<file path="config.mk">
export PLATFORM = sky130hd
export DESIGN_NAME = gpio_atr_ctrl
export DESIGN_NICKNAME = d
export VERILOG_FILES = /design/src/rtl/gpio_atr_pkg.sv /design/src/rtl/gpio_atr_regs.sv /design/src/rtl/gpio_atr_state.sv /design/src/rtl/gpio_atr_pinmux.sv /design/src/rtl/gpio_atr_ctrl.sv
export SDC_FILE = /design/constraint.sdc
export NUM_CORES = 1
export LEC_CHECK = 0
export BUFFER_PORTS_ARGS = -buffer_cell sky130_fd_sc_hd__buf_2
export CAP_MARGIN = 20
export CORE_MARGIN = 2
export CORE_UTILIZATION = 58
export DETAILED_ROUTE_END_ITERATION = 10
export PLACE_DENSITY = 0.8
export SYNTH_ARGS = -nofsm -noshare
export SYNTH_HDL_FRONTEND = slang
export SYNTH_SLANG_ARGS = --single-unit
</file>
<file path="constraint.sdc">
create_clock -name clk -period 2 [get_ports clk]
set_input_delay 0.1 -clock clk [delete_from_list [all_inputs] [get_ports clk]]
set_output_delay 0.1 -clock clk [all_outputs]
set_load 0.01 [all_outputs]
</file>
<file path="src/rtl/gpio_atr_pkg.sv">
package gpio_atr_pkg;
    localparam int GPIO_W     = 16;
    localparam int NUM_ST     = 4;
    localparam int ST_W       = $clog2(NUM_ST);
    localparam int NUM_SIDES  = 2;
    localparam int WORD_IDX_W = 4;
    localparam int ADDR_W     = WORD_IDX_W + 1;

    typedef logic [GPIO_W-1:0] word_t;

    // Radio state code is {rx_active, tx_active}
    typedef enum logic [ST_W-1:0] {
        ST_IDLE = 2'd0,
        ST_INTX = 2'd1,
        ST_INRX = 2'd2,
        ST_FULL = 2'd3
    } atr_st_e;

    // Word indices of the register file
    localparam logic [WORD_IDX_W-1:0] IX_IO_RX  = 4'd0;
    localparam logic [WORD_IDX_W-1:0] IX_IO_TX  = 4'd1;
    localparam logic [WORD_IDX_W-1:0] IX_DIR_RX = 4'd2;
    localparam logic [WORD_IDX_W-1:0] IX_DIR_TX = 4'd3;
    localparam logic [WORD_IDX_W-1:0] IX_SEL_RX = 4'd4;
    localparam logic [WORD_IDX_W-1:0] IX_SEL_TX = 4'd5;
    localparam logic [WORD_IDX_W-1:0] IX_DBG_RX = 4'd6;
    localparam logic [WORD_IDX_W-1:0] IX_DBG_TX = 4'd7;

    typedef struct packed {
        word_t io;
        word_t dir;
        word_t sel;
        word_t dbg;
    } side_cfg_t;

    typedef struct packed {
        side_cfg_t               rx;
        side_cfg_t               tx;
        word_t [NUM_ST-1:0]      atr_rx;
        word_t [NUM_ST-1:0]      atr_tx;
    } cfg_t;

    typedef struct packed {
        word_t out;
        word_t oe;
    } pin_drv_t;
endpackage

</file>
<file path="src/rtl/gpio_atr_regs.sv">
module gpio_atr_regs
    import gpio_atr_pkg::*;
(
    input  logic              clk,
    input  logic              rst_n,
    input  logic              we,
    input  logic [ADDR_W-1:0] addr,
    input  word_t             wdata,
    input  word_t             pin_in_rx,
    input  word_t             pin_in_tx,
    output cfg_t              cfg,
    output word_t             rdata
);
    typedef struct packed {
        cfg_t  cfg;
        word_t smp_rx;
        word_t smp_tx;
        word_t rdata;
    } regs_st_t;

    regs_st_t s_d, s_q;

    logic [WORD_IDX_W-1:0] idx;
    logic [ST_W-1:0]       pat_st;
    logic                  pat_tx_side;

    assign idx         = addr[ADDR_W-1:1];
    assign pat_st      = idx[ST_W:1];
    assign pat_tx_side = idx[0];

    always_comb begin
        s_d        = s_q;
        s_d.smp_rx = pin_in_rx;
        s_d.smp_tx = pin_in_tx;

        if (we) begin
            unique case (idx)
                IX_IO_RX:  s_d.cfg.rx.io  = wdata;
                IX_IO_TX:  s_d.cfg.tx.io  = wdata;
                IX_DIR_RX: s_d.cfg.rx.dir = wdata;
                IX_DIR_TX: s_d.cfg.tx.dir = wdata;
                IX_SEL_RX: s_d.cfg.rx.sel = wdata;
                IX_SEL_TX: s_d.cfg.tx.sel = wdata;
                IX_DBG_RX: s_d.cfg.rx.dbg = wdata;
                IX_DBG_TX: s_d.cfg.tx.dbg = wdata;
                default: begin
                    if (pat_tx_side) s_d.cfg.atr_tx[pat_st] = wdata;
                    else             s_d.cfg.atr_rx[pat_st] = wdata;
                end
            endcase
        end

        unique case (idx)
            IX_IO_RX:  s_d.rdata = s_q.smp_rx;
            IX_IO_TX:  s_d.rdata = s_q.smp_tx;
            IX_DIR_RX: s_d.rdata = s_q.cfg.rx.dir;
            IX_DIR_TX: s_d.rdata = s_q.cfg.tx.dir;
            IX_SEL_RX: s_d.rdata = s_q.cfg.rx.sel;
            IX_SEL_TX: s_d.rdata = s_q.cfg.tx.sel;
            IX_DBG_RX: s_d.rdata = s_q.cfg.rx.dbg;
            IX_DBG_TX: s_d.rdata = s_q.cfg.tx.dbg;
            default: begin
                if (pat_tx_side) s_d.rdata = s_q.cfg.atr_tx[pat_st];
                else             s_d.rdata = s_q.cfg.atr_rx[pat_st];
            end
        endcase
    end

    always_ff @(posedge clk or negedge rst_n) begin
        if (!rst_n) s_q <= '0;
        else        s_q <= s_d;
    end

    assign cfg   = s_q.cfg;
    assign rdata = s_q.rdata;
endmodule

</file>
<file path="src/rtl/gpio_atr_state.sv">
module gpio_atr_state
    import gpio_atr_pkg::*;
(
    input  logic               tx_active,
    input  logic               rx_active,
    input  word_t [NUM_ST-1:0] atr_rx,
    input  word_t [NUM_ST-1:0] atr_tx,
    output word_t              pat_rx,
    output word_t              pat_tx
);
    atr_st_e st;

    always_comb begin
        unique case ({rx_active, tx_active})
            2'b00:   st = ST_IDLE;
            2'b01:   st = ST_INTX;
            2'b10:   st = ST_INRX;
            default: st = ST_FULL;
        endcase
    end

    assign pat_rx = atr_rx[st];
    assign pat_tx = atr_tx[st];
endmodule

</file>
<file path="src/rtl/gpio_atr_pinmux.sv">
module gpio_atr_pinmux
    import gpio_atr_pkg::*;
(
    input  logic  clk,
    input  logic  rst_n,
    input  word_t dir,
    input  word_t sel,
    input  word_t dbg,
    input  word_t io,
    input  word_t pat,
    input  word_t dbg0,
    input  word_t dbg1,
    output word_t pin_out,
    output word_t pin_oe
);
    word_t    src;
    pin_drv_t drv_d, drv_q;

    for (genvar b = 0; b < GPIO_W; b++) begin : g_bit
        assign src[b] = dbg[b] ? (sel[b] ? dbg1[b] : dbg0[b])
                               : (sel[b] ? pat[b]  : io[b]);
    end

    always_comb begin
        drv_d     = drv_q;
        drv_d.oe  = dir;
        drv_d.out = src & dir;
    end

    always_ff @(posedge clk or negedge rst_n) begin
        if (!rst_n) drv_q <= '0;
        else        drv_q <= drv_d;
    end

    assign pin_out = drv_q.out;
    assign pin_oe  = drv_q.oe;
endmodule

</file>
<file path="src/rtl/gpio_atr_ctrl.sv">
module gpio_atr_ctrl
    import gpio_atr_pkg::*;
(
    input  logic              clk,
    input  logic              rst_n,
    input  logic              reg_we,
    input  logic [ADDR_W-1:0] reg_addr,
    input  logic [GPIO_W-1:0] reg_wdata,
    output logic [GPIO_W-1:0] reg_rdata,
    input  logic              tx_active,
    input  logic              rx_active,
    input  logic [GPIO_W-1:0] dbg0_rx,
    input  logic [GPIO_W-1:0] dbg1_rx,
    input  logic [GPIO_W-1:0] dbg0_tx,
    input  logic [GPIO_W-1:0] dbg1_tx,
    input  logic [GPIO_W-1:0] pin_in_rx,
    output logic [GPIO_W-1:0] pin_out_rx,
    output logic [GPIO_W-1:0] pin_oe_rx,
    input  logic [GPIO_W-1:0] pin_in_tx,
    output logic [GPIO_W-1:0] pin_out_tx,
    output logic [GPIO_W-1:0] pin_oe_tx
);
    cfg_t  cfg;
    word_t pat_rx, pat_tx;

    side_cfg_t [NUM_SIDES-1:0] side_cfg;
    word_t     [NUM_SIDES-1:0] side_pat, side_d0, side_d1, side_out, side_oe;

    gpio_atr_regs u_regs (
        .clk       (clk),
        .rst_n     (rst_n),
        .we        (reg_we),
        .addr      (reg_addr),
        .wdata     (reg_wdata),
        .pin_in_rx (pin_in_rx),
        .pin_in_tx (pin_in_tx),
        .cfg       (cfg),
        .rdata     (reg_rdata)
    );

    gpio_atr_state u_state (
        .tx_active (tx_active),
        .rx_active (rx_active),
        .atr_rx    (cfg.atr_rx),
        .atr_tx    (cfg.atr_tx),
        .pat_rx    (pat_rx),
        .pat_tx    (pat_tx)
    );

    // Side 0 is the receive bank, side 1 the transmit bank
    assign side_cfg = {cfg.tx, cfg.rx};
    assign side_pat = {pat_tx, pat_rx};
    assign side_d0  = {dbg0_tx, dbg0_rx};
    assign side_d1  = {dbg1_tx, dbg1_rx};

    for (genvar s = 0; s < NUM_SIDES; s++) begin : g_side
        gpio_atr_pinmux u_mux (
            .clk     (clk),
            .rst_n   (rst_n),
            .dir     (side_cfg[s].dir),
            .sel     (side_cfg[s].sel),
            .dbg     (side_cfg[s].dbg),
            .io      (side_cfg[s].io),
            .pat     (side_pat[s]),
            .dbg0    (side_d0[s]),
            .dbg1    (side_d1[s]),
            .pin_out (side_out[s]),
            .pin_oe  (side_oe[s])
        );
    end

    assign pin_out_rx = side_out[0];
    assign pin_oe_rx  = side_oe[0];
    assign pin_out_tx = side_out[1];
    assign pin_oe_tx  = side_oe[1];
endmodule

</file>
==> results.json, run 1 <==
{
  "start_kind": "flop",
  "fp.dieH_um": 172.3,
  "vias": 10290,
  "wl_um": 41140,
  "fp.dieW_um": 172.3,
  "worstPathArrival_ns": 2.19,
  "cp.required_ns": 2.41,
  "boundaryPins": 202,
  "min_path_type": "in -> reg",
  "ys_seq_area_share_pct": 56.08,
  "syn_nets": 1163,
  "drt-pass1-iter-count": 6,
  "crit_type": "reg -> reg",
  "holdWs_ns": 0.006023,
  "fin_worst_skew_ns": 0.01561,
  "hold_viol_final": 0,
  "gr-total-overflow": 0,
  "slew_headroom_pct": 47.79,
  "grtUsageTotal_pct": 28.66,
  "drcViolationCount": 0,
  "final_util_pct": 71.21,
  "tns_ns": 0,
  "area_delta_synth_final_pct": 20.81,
  "max_freq_mhz": 561.0,
  "fin_crit_sh_pct": 89.12,
  "hold_path_startpoint": "dbg1_tx[9]",
  "ir_drop_v": 0.0005992,
  "cp-end-kind": "flop",
  "reg2reg_depth": 3,
  "drv_cap": 0,
  "drv_slew": 0,
  "clk_latency_ns": 0.53,
  "status": "finished, final reports clean",
  "post-route-worst-setup-slack_ns": 0.2175,
  "drt_iter0_drc": 879,
  "dpl.cell_count": 1588,
  "rsz0062_at_grt": "no",
  "place_ws_ns": 0.1351,
  "cts_root_buf": "clkbuf_16",
  "synthCells": 1041,
  "netlist_area_um2": 16420,
  "synthDistinctLibCells": 31,
  "critPathLaunch": "u_regs.cfg[95]$_DFFE_PN0P_",
  "viasPerCell": 6.033,
  "post_cts_resized": 0,
  "rows": 61,
  "grt_pass1_wl_um": 63160,
  "reg2reg_from": "u_regs.cfg[95]$_DFFE_PN0P_",
  "initial_core_util_pct": 58.94,
  "clk_pin_slew_ns": 0.06,
  "setup-violations-final": 0,
  "worstPathMaxFanout": 3,
  "coreArea_um2": 27860,
  "gp_congestion": 0.8406,
  "htreeDepth": 2,
  "layout-drive-gt1-share_pct": 52.49,
  "cp_slowest_cell": "mux4_1",
  "cts.sinks": 368,
  "final_cells": 1705,
  "grt_pass1_vias": 10780,
  "cts.path.max_buffers": 3,
  "wl_per_cell_um": 24.13,
  "grt_max_degree": 72,
  "ys_warn_count": 0,
  "min_path_cells": 3,
  "cts_tree": "yes",
  "port_buffers": 200,
  "hpwl_um": 26900,
  "nets": 1417,
  "numCtsBuffers": 39,
  "max_stage_delay_ns": 0.61,
  "path_cells": "mux4_1 > mux4_2 > and2_1",
  "period_needed_ns": 1.782,
  "die_area_um2": 29670,
  "power.leakage_uw": 0.008902,
  "antenna_left": 0,
  "grt_antenna_before_repair": 0,
  "avgSynthCellArea_um2": 15.77,
  "worstMarginPinSlew_ns": 0.7785,
  "synth_seq_cells": 368,
  "p_per_area_nw_per_um2": 1101
}
synth_stat cells:
cell type / number / area, um2
buf_4: 17 / 127.6
nor2b_1: 2 / 12.51
and2_1: 46 / 287.8
o221ai_1: 1 / 8.760
dfrtp_1: 368 / 9209
mux2_2: 256 / 2883
a21oi_1: 16 / 80.08
buf_6: 1 / 11.26
o32ai_1: 1 / 8.760
nor3b_1: 1 / 7.510
o22ai_1: 16 / 100.1
nand2_1: 2 / 7.510
clkbuf_8: 2 / 27.53
nor2_1: 4 / 15.01
nor2_2: 8 / 50.05
nand2b_1: 19 / 118.9
buf_1: 3 / 11.26
mux4_2: 95 / 2140
o21ai_0: 15 / 75.07
buf_2: 31 / 155.2
or2_2: 1 / 6.260
mux4_1: 2 / 52.55
nand3b_1: 15 / 112.6
buf_12: 3 / 60.06
a211oi_1: 14 / 105.1
mux2i_1: 49 / 490.5
nor3_1: 2 / 10.01
a22oi_1: 14 / 105.1
nand3_1: 2 / 10.01
inv_1: 2 / 7.510
clkbuf_1: 33 / 123.9
cell families after synthesis:
kind of cell	share of synthesized area, %
buffers and inverters	3.193
flip-flops	56.08
AND/OR/NAND/NOR	3.886
AO/OA/AOI/OAI	2.941
multiplexers	33.89
layout by cell type (no fill, tap or decap), types with 19 or more instances in the layout:
master	instances
nand2b_1	19
clkbuf_16	39
dfrtp_1	368
dlygate4sd3_1	44
buf_4	44
mux2i_1	49
mux2_2	256
mux4_2	95
and2_1	46
buf_2	197
layout make-up:
| cell class | count | area [um2] |
|---|---|---|
| well taps | 378 | 473.0 |
| repair buffers | 303 | 2112 |
| clock inverters | 24 | 239.0 |
| inverters | 2 | 7.507 |
| flip-flops and latches | 368 | 9209 |
| diodes | 1 | 2.502 |
| fillers | 1757 | 8021 |
| clock buffers | 48 | 1090 |
| multi-input cells | 581 | 6704 |
critical path: cells and delay by family (launching register included):
| family | cells | cell delay (ns) |
|---|---|---|
| and+or+nand+nor | 1 | 0.17 |
| muxes | 2 | 1.10 |
| DFF | 1 | 0.39 |
sequential cells by signal, summed over array words and instances (netlist names):
signal and count:
g_side.u_mux.pin_oe 32, g_side.u_mux.pin_out 32, u_regs.rdata 16, u_regs.cfg 256, u_regs.s_q 32
metrics by stage:
| stage | area (um2) | total power, uW |
|---|---|---|
| 6_report | 19840 | 21840 |
| 5_1_grt | 19830 | 22800 |
| 4_1_cts | 19830 | 21900 |
| 3_5_place_dp | 18060 | 14410 |
| 3_3_place_gp | 18060 | 14180 |
| 2_1_floorplan | 16420 | 12900 |
final timing paths:
| kind | to | slack [ns] |
|---|---|---|
| worst max-delay path | g_side[0].u_mux.pin_out[15]$_DFF_PN0_ | 0.22 |
| worst min register to register | g_side[0].u_mux.pin_oe[1]$_DFF_PN0_ | 0.42 |
| worst max register to register | g_side[0].u_mux.pin_out[15]$_DFF_PN0_ | 0.22 |
| min in group asynchronous | u_regs.cfg[159]$_DFFE_PN0P_ | 0.10 |
| worst min-delay path | g_side[1].u_mux.pin_out[9]$_DFF_PN0_ | 0.006 |
| max in group asynchronous | u_regs.cfg[233]$_DFFE_PN0P_ | 1.13 |
power by group:
part | switching [uW] | internal (uW)
Sequential | 1140 | 9060
Combinational | 1620 | 2600
Clock | 3010 | 4410
timing repair:
action | CTS | global route
buffers inserted | 0 | 0
hold endpoints to repair | 304 | 0
hold buffers | 44 | 0
layer usage:
layer	track usage [%]	vias up	part of all wire (%)
li1	-	4379	-
met1	39.96	5432	42
met2	45.03	409	47
met3	7.050	67	8.6
met4	9.134	0	2.5
met5	0	-	0
No activity file was read; power rests on OpenSTA's default activity.
==> run 2, diff against run 1 <==
==> constraint.sdc (replaced) <==
create_clock -name clk -period 2 [get_ports clk]
set_input_delay 0.2 -clock clk [delete_from_list [all_inputs] [get_ports clk]]
set_output_delay 0.2 -clock clk [all_outputs]
set_load 0.01 [all_outputs]
==> results.json, run 2 (synthesis results as in run 1) <==
{
  "crit_buf_inv": 0,
  "initial_core_util_pct": 58.94,
  "layout_commonest_cell": "dfrtp_1",
  "grt_pass1_wl_um": 63970,
  "hold_viol_final": 0,
  "final_cell_area_um2": 19910,
  "die_area_um2": 29670,
  "grt_max_degree": 71,
  "clk_latency_ns": 0.53,
  "layout-drive-gt1-share_pct": 52.79,
  "cts.sinks": 368,
  "worstMarginPinSlew_ns": 0.7503,
  "crit_type": "reg -> reg",
  "path_cells": "mux4_2 > mux4_2 > and2_1",
  "cts.path.max_buffers": 3,
  "fin_crit_sh_pct": 86.35,
  "place_area_um2": 18240,
  "gp_congestion": 0.8561,
  "crit_path_frequent_cell": "mux4_2",
  "fp.dieW_um": 172.3,
  "mostFrequentLayoutCells": "dfrtp_1, mux2_2, buf_2, mux4_2, buf_4",
  "ir_drop_v": 0.0006635,
  "start_kind": "flop",
  "gr-total-overflow": 0,
  "cp_slowest_cell": "mux4_2",
  "period_needed_ns": 1.727,
  "wl_um": 41580,
  "htreeDepth": 2,
  "cp-end-kind": "flop",
  "boundaryPins": 202,
  "multi_input_area_um2": 6704,
  "fin_worst_skew_ns": 0.01875,
  "vias": 10370,
  "power.leakage_uw": 0.008937,
  "place_ws_ns": 0.05530,
  "nFillCells": 1758,
  "max_stage_delay_ns": 0.55,
  "wl_per_cell_um": 24.34,
  "drcViolationCount": 0,
  "worstPathArrival_ns": 2.13,
  "largest_register_ffs": 256,
  "grt_pass1_vias": 11070,
  "viasPerCell": 6.070,
  "worstPathMaxFanout": 3,
  "grtUsageTotal_pct": 29.10,
  "status": "finished, final reports clean",
  "final_util_pct": 71.46,
  "cts_root_buf": "clkbuf_16",
  "port_buffers": 200,
  "cp.required_ns": 2.40,
  "nets": 1421,
  "antenna_left": 0,
  "coreArea_um2": 27860,
  "min_path_type": "in -> reg",
  "drv_slew": 0,
  "rsz0062_at_grt": "no",
  "post-route-worst-setup-slack_ns": 0.2730,
  "max_freq_mhz": 579.0,
  "numCtsBuffers": 39,
  "critical_path.top_delay_family": "multiplexers",
  "drt-pass1-iter-count": 4,
  "slew_headroom_pct": 49.68,
  "drt_iter0_drc": 850,
  "fp.dieH_um": 172.3,
  "rows": 61,
  "cts_tree": "yes",
  "area_delta_synth_final_pct": 21.24,
  "tns_ns": 0,
  "clk_pin_slew_ns": 0.06,
  "setup-violations-final": 0,
  "hpwl_um": 27300,
  "p_per_area_nw_per_um2": 1099,
  "regArea_um2": 9209,
  "power_uw": 21870,
  "grt_antenna_before_repair": 3,
  "drv_cap": 0
}
-- run 2: changes by cell type in the layout (fill, tap and decap cells not counted) --
cell / before / now
buf_12: 17 / 22
clkinvlp_4: 3 / 4
buf_4: 44 / 54
diode_2: 1 / 2
inv_6: 3 / 0
dlygate4sd3_1: 44 / 33
clkbuf_1: 1 / 9
clkinv_2: 14 / 5
clkbuf_8: 8 / 7
clkbuf_16: 39 / 41
-- run 2: worst min-delay path, stage by stage --
cell	delay, ns
buf_2	0.07
mux4_2	0.21
and2_1	0.11
-- run 2: path summary, 6_finish.rpt --
| kind | startpoint | end | slack [ns] | cells after the start |
|---|---|---|---|---|
| min in group asynchronous | rst_n | u_regs.cfg[177]$_DFFE_PN0P_ | 0.25 | 2 |
| hold reg to reg | u_regs.cfg[224]$_DFFE_PN0P_ | g_side[0].u_mux.pin_oe[0]$_DFF_PN0_ | 0.42 | 0 |
| setup reg to reg | u_regs.cfg[117]$_DFFE_PN0P_ | g_side[0].u_mux.pin_out[5]$_DFF_PN0_ | 0.27 | 3 |
| hold / removal | dbg1_tx[2] | g_side[1].u_mux.pin_out[2]$_DFF_PN0_ | 0.10 | 3 |
| max in group asynchronous | rst_n | u_regs.rdata[8]$_DFF_PN0_ | 0.96 | 3 |
| setup / recovery | u_regs.cfg[117]$_DFFE_PN0P_ | g_side[0].u_mux.pin_out[5]$_DFF_PN0_ | 0.27 | 3 |
-- run 2: metrics by stage --
stage	instances	hold slack, ns
CTS	1706	0.09265
detailed placement	1603	0.2189
global placement	1603	0.2213
floorplan	1041	-0.09559
finish	1708	0.1048
global route	1708	0.1029
-- run 2: layer usage --
metal	share of wire (%)	vias up	GRT usage (%)
li1	-	4388	-
met1	42	5451	40.67
met2	47	434	45.31
met3	7.7	93	6.752
met4	3.1	2	10.60
met5	0.031	-	0
-- run 2: layout make-up --
type / count / share of cell area [%]
sequential: 368 / 46.26
multi-input combinational: 581 / 33.68
tap: 378 / 2.376
clock buffer: 57 / 5.808
timing repair buffer: 307 / 10.94
inverter: 2 / 0.03771
clock inverter: 13 / 0.8799
antenna: 2 / 0.02514
-- run 2: timing repair --
action,in CTS,in global routing
setup endpoints to repair,0,0
resized for setup,0,0
hold buffers,33,0
buffers inserted,0,0
hold endpoints to repair,90,0
-- run 2: power breakdown --
part	switching (uW)	internal, uW	total (uW)
sequential	1140	9060	10200
clock	2880	4530	7410
combinational	1650	2610	4260
total	5670	16200	21900
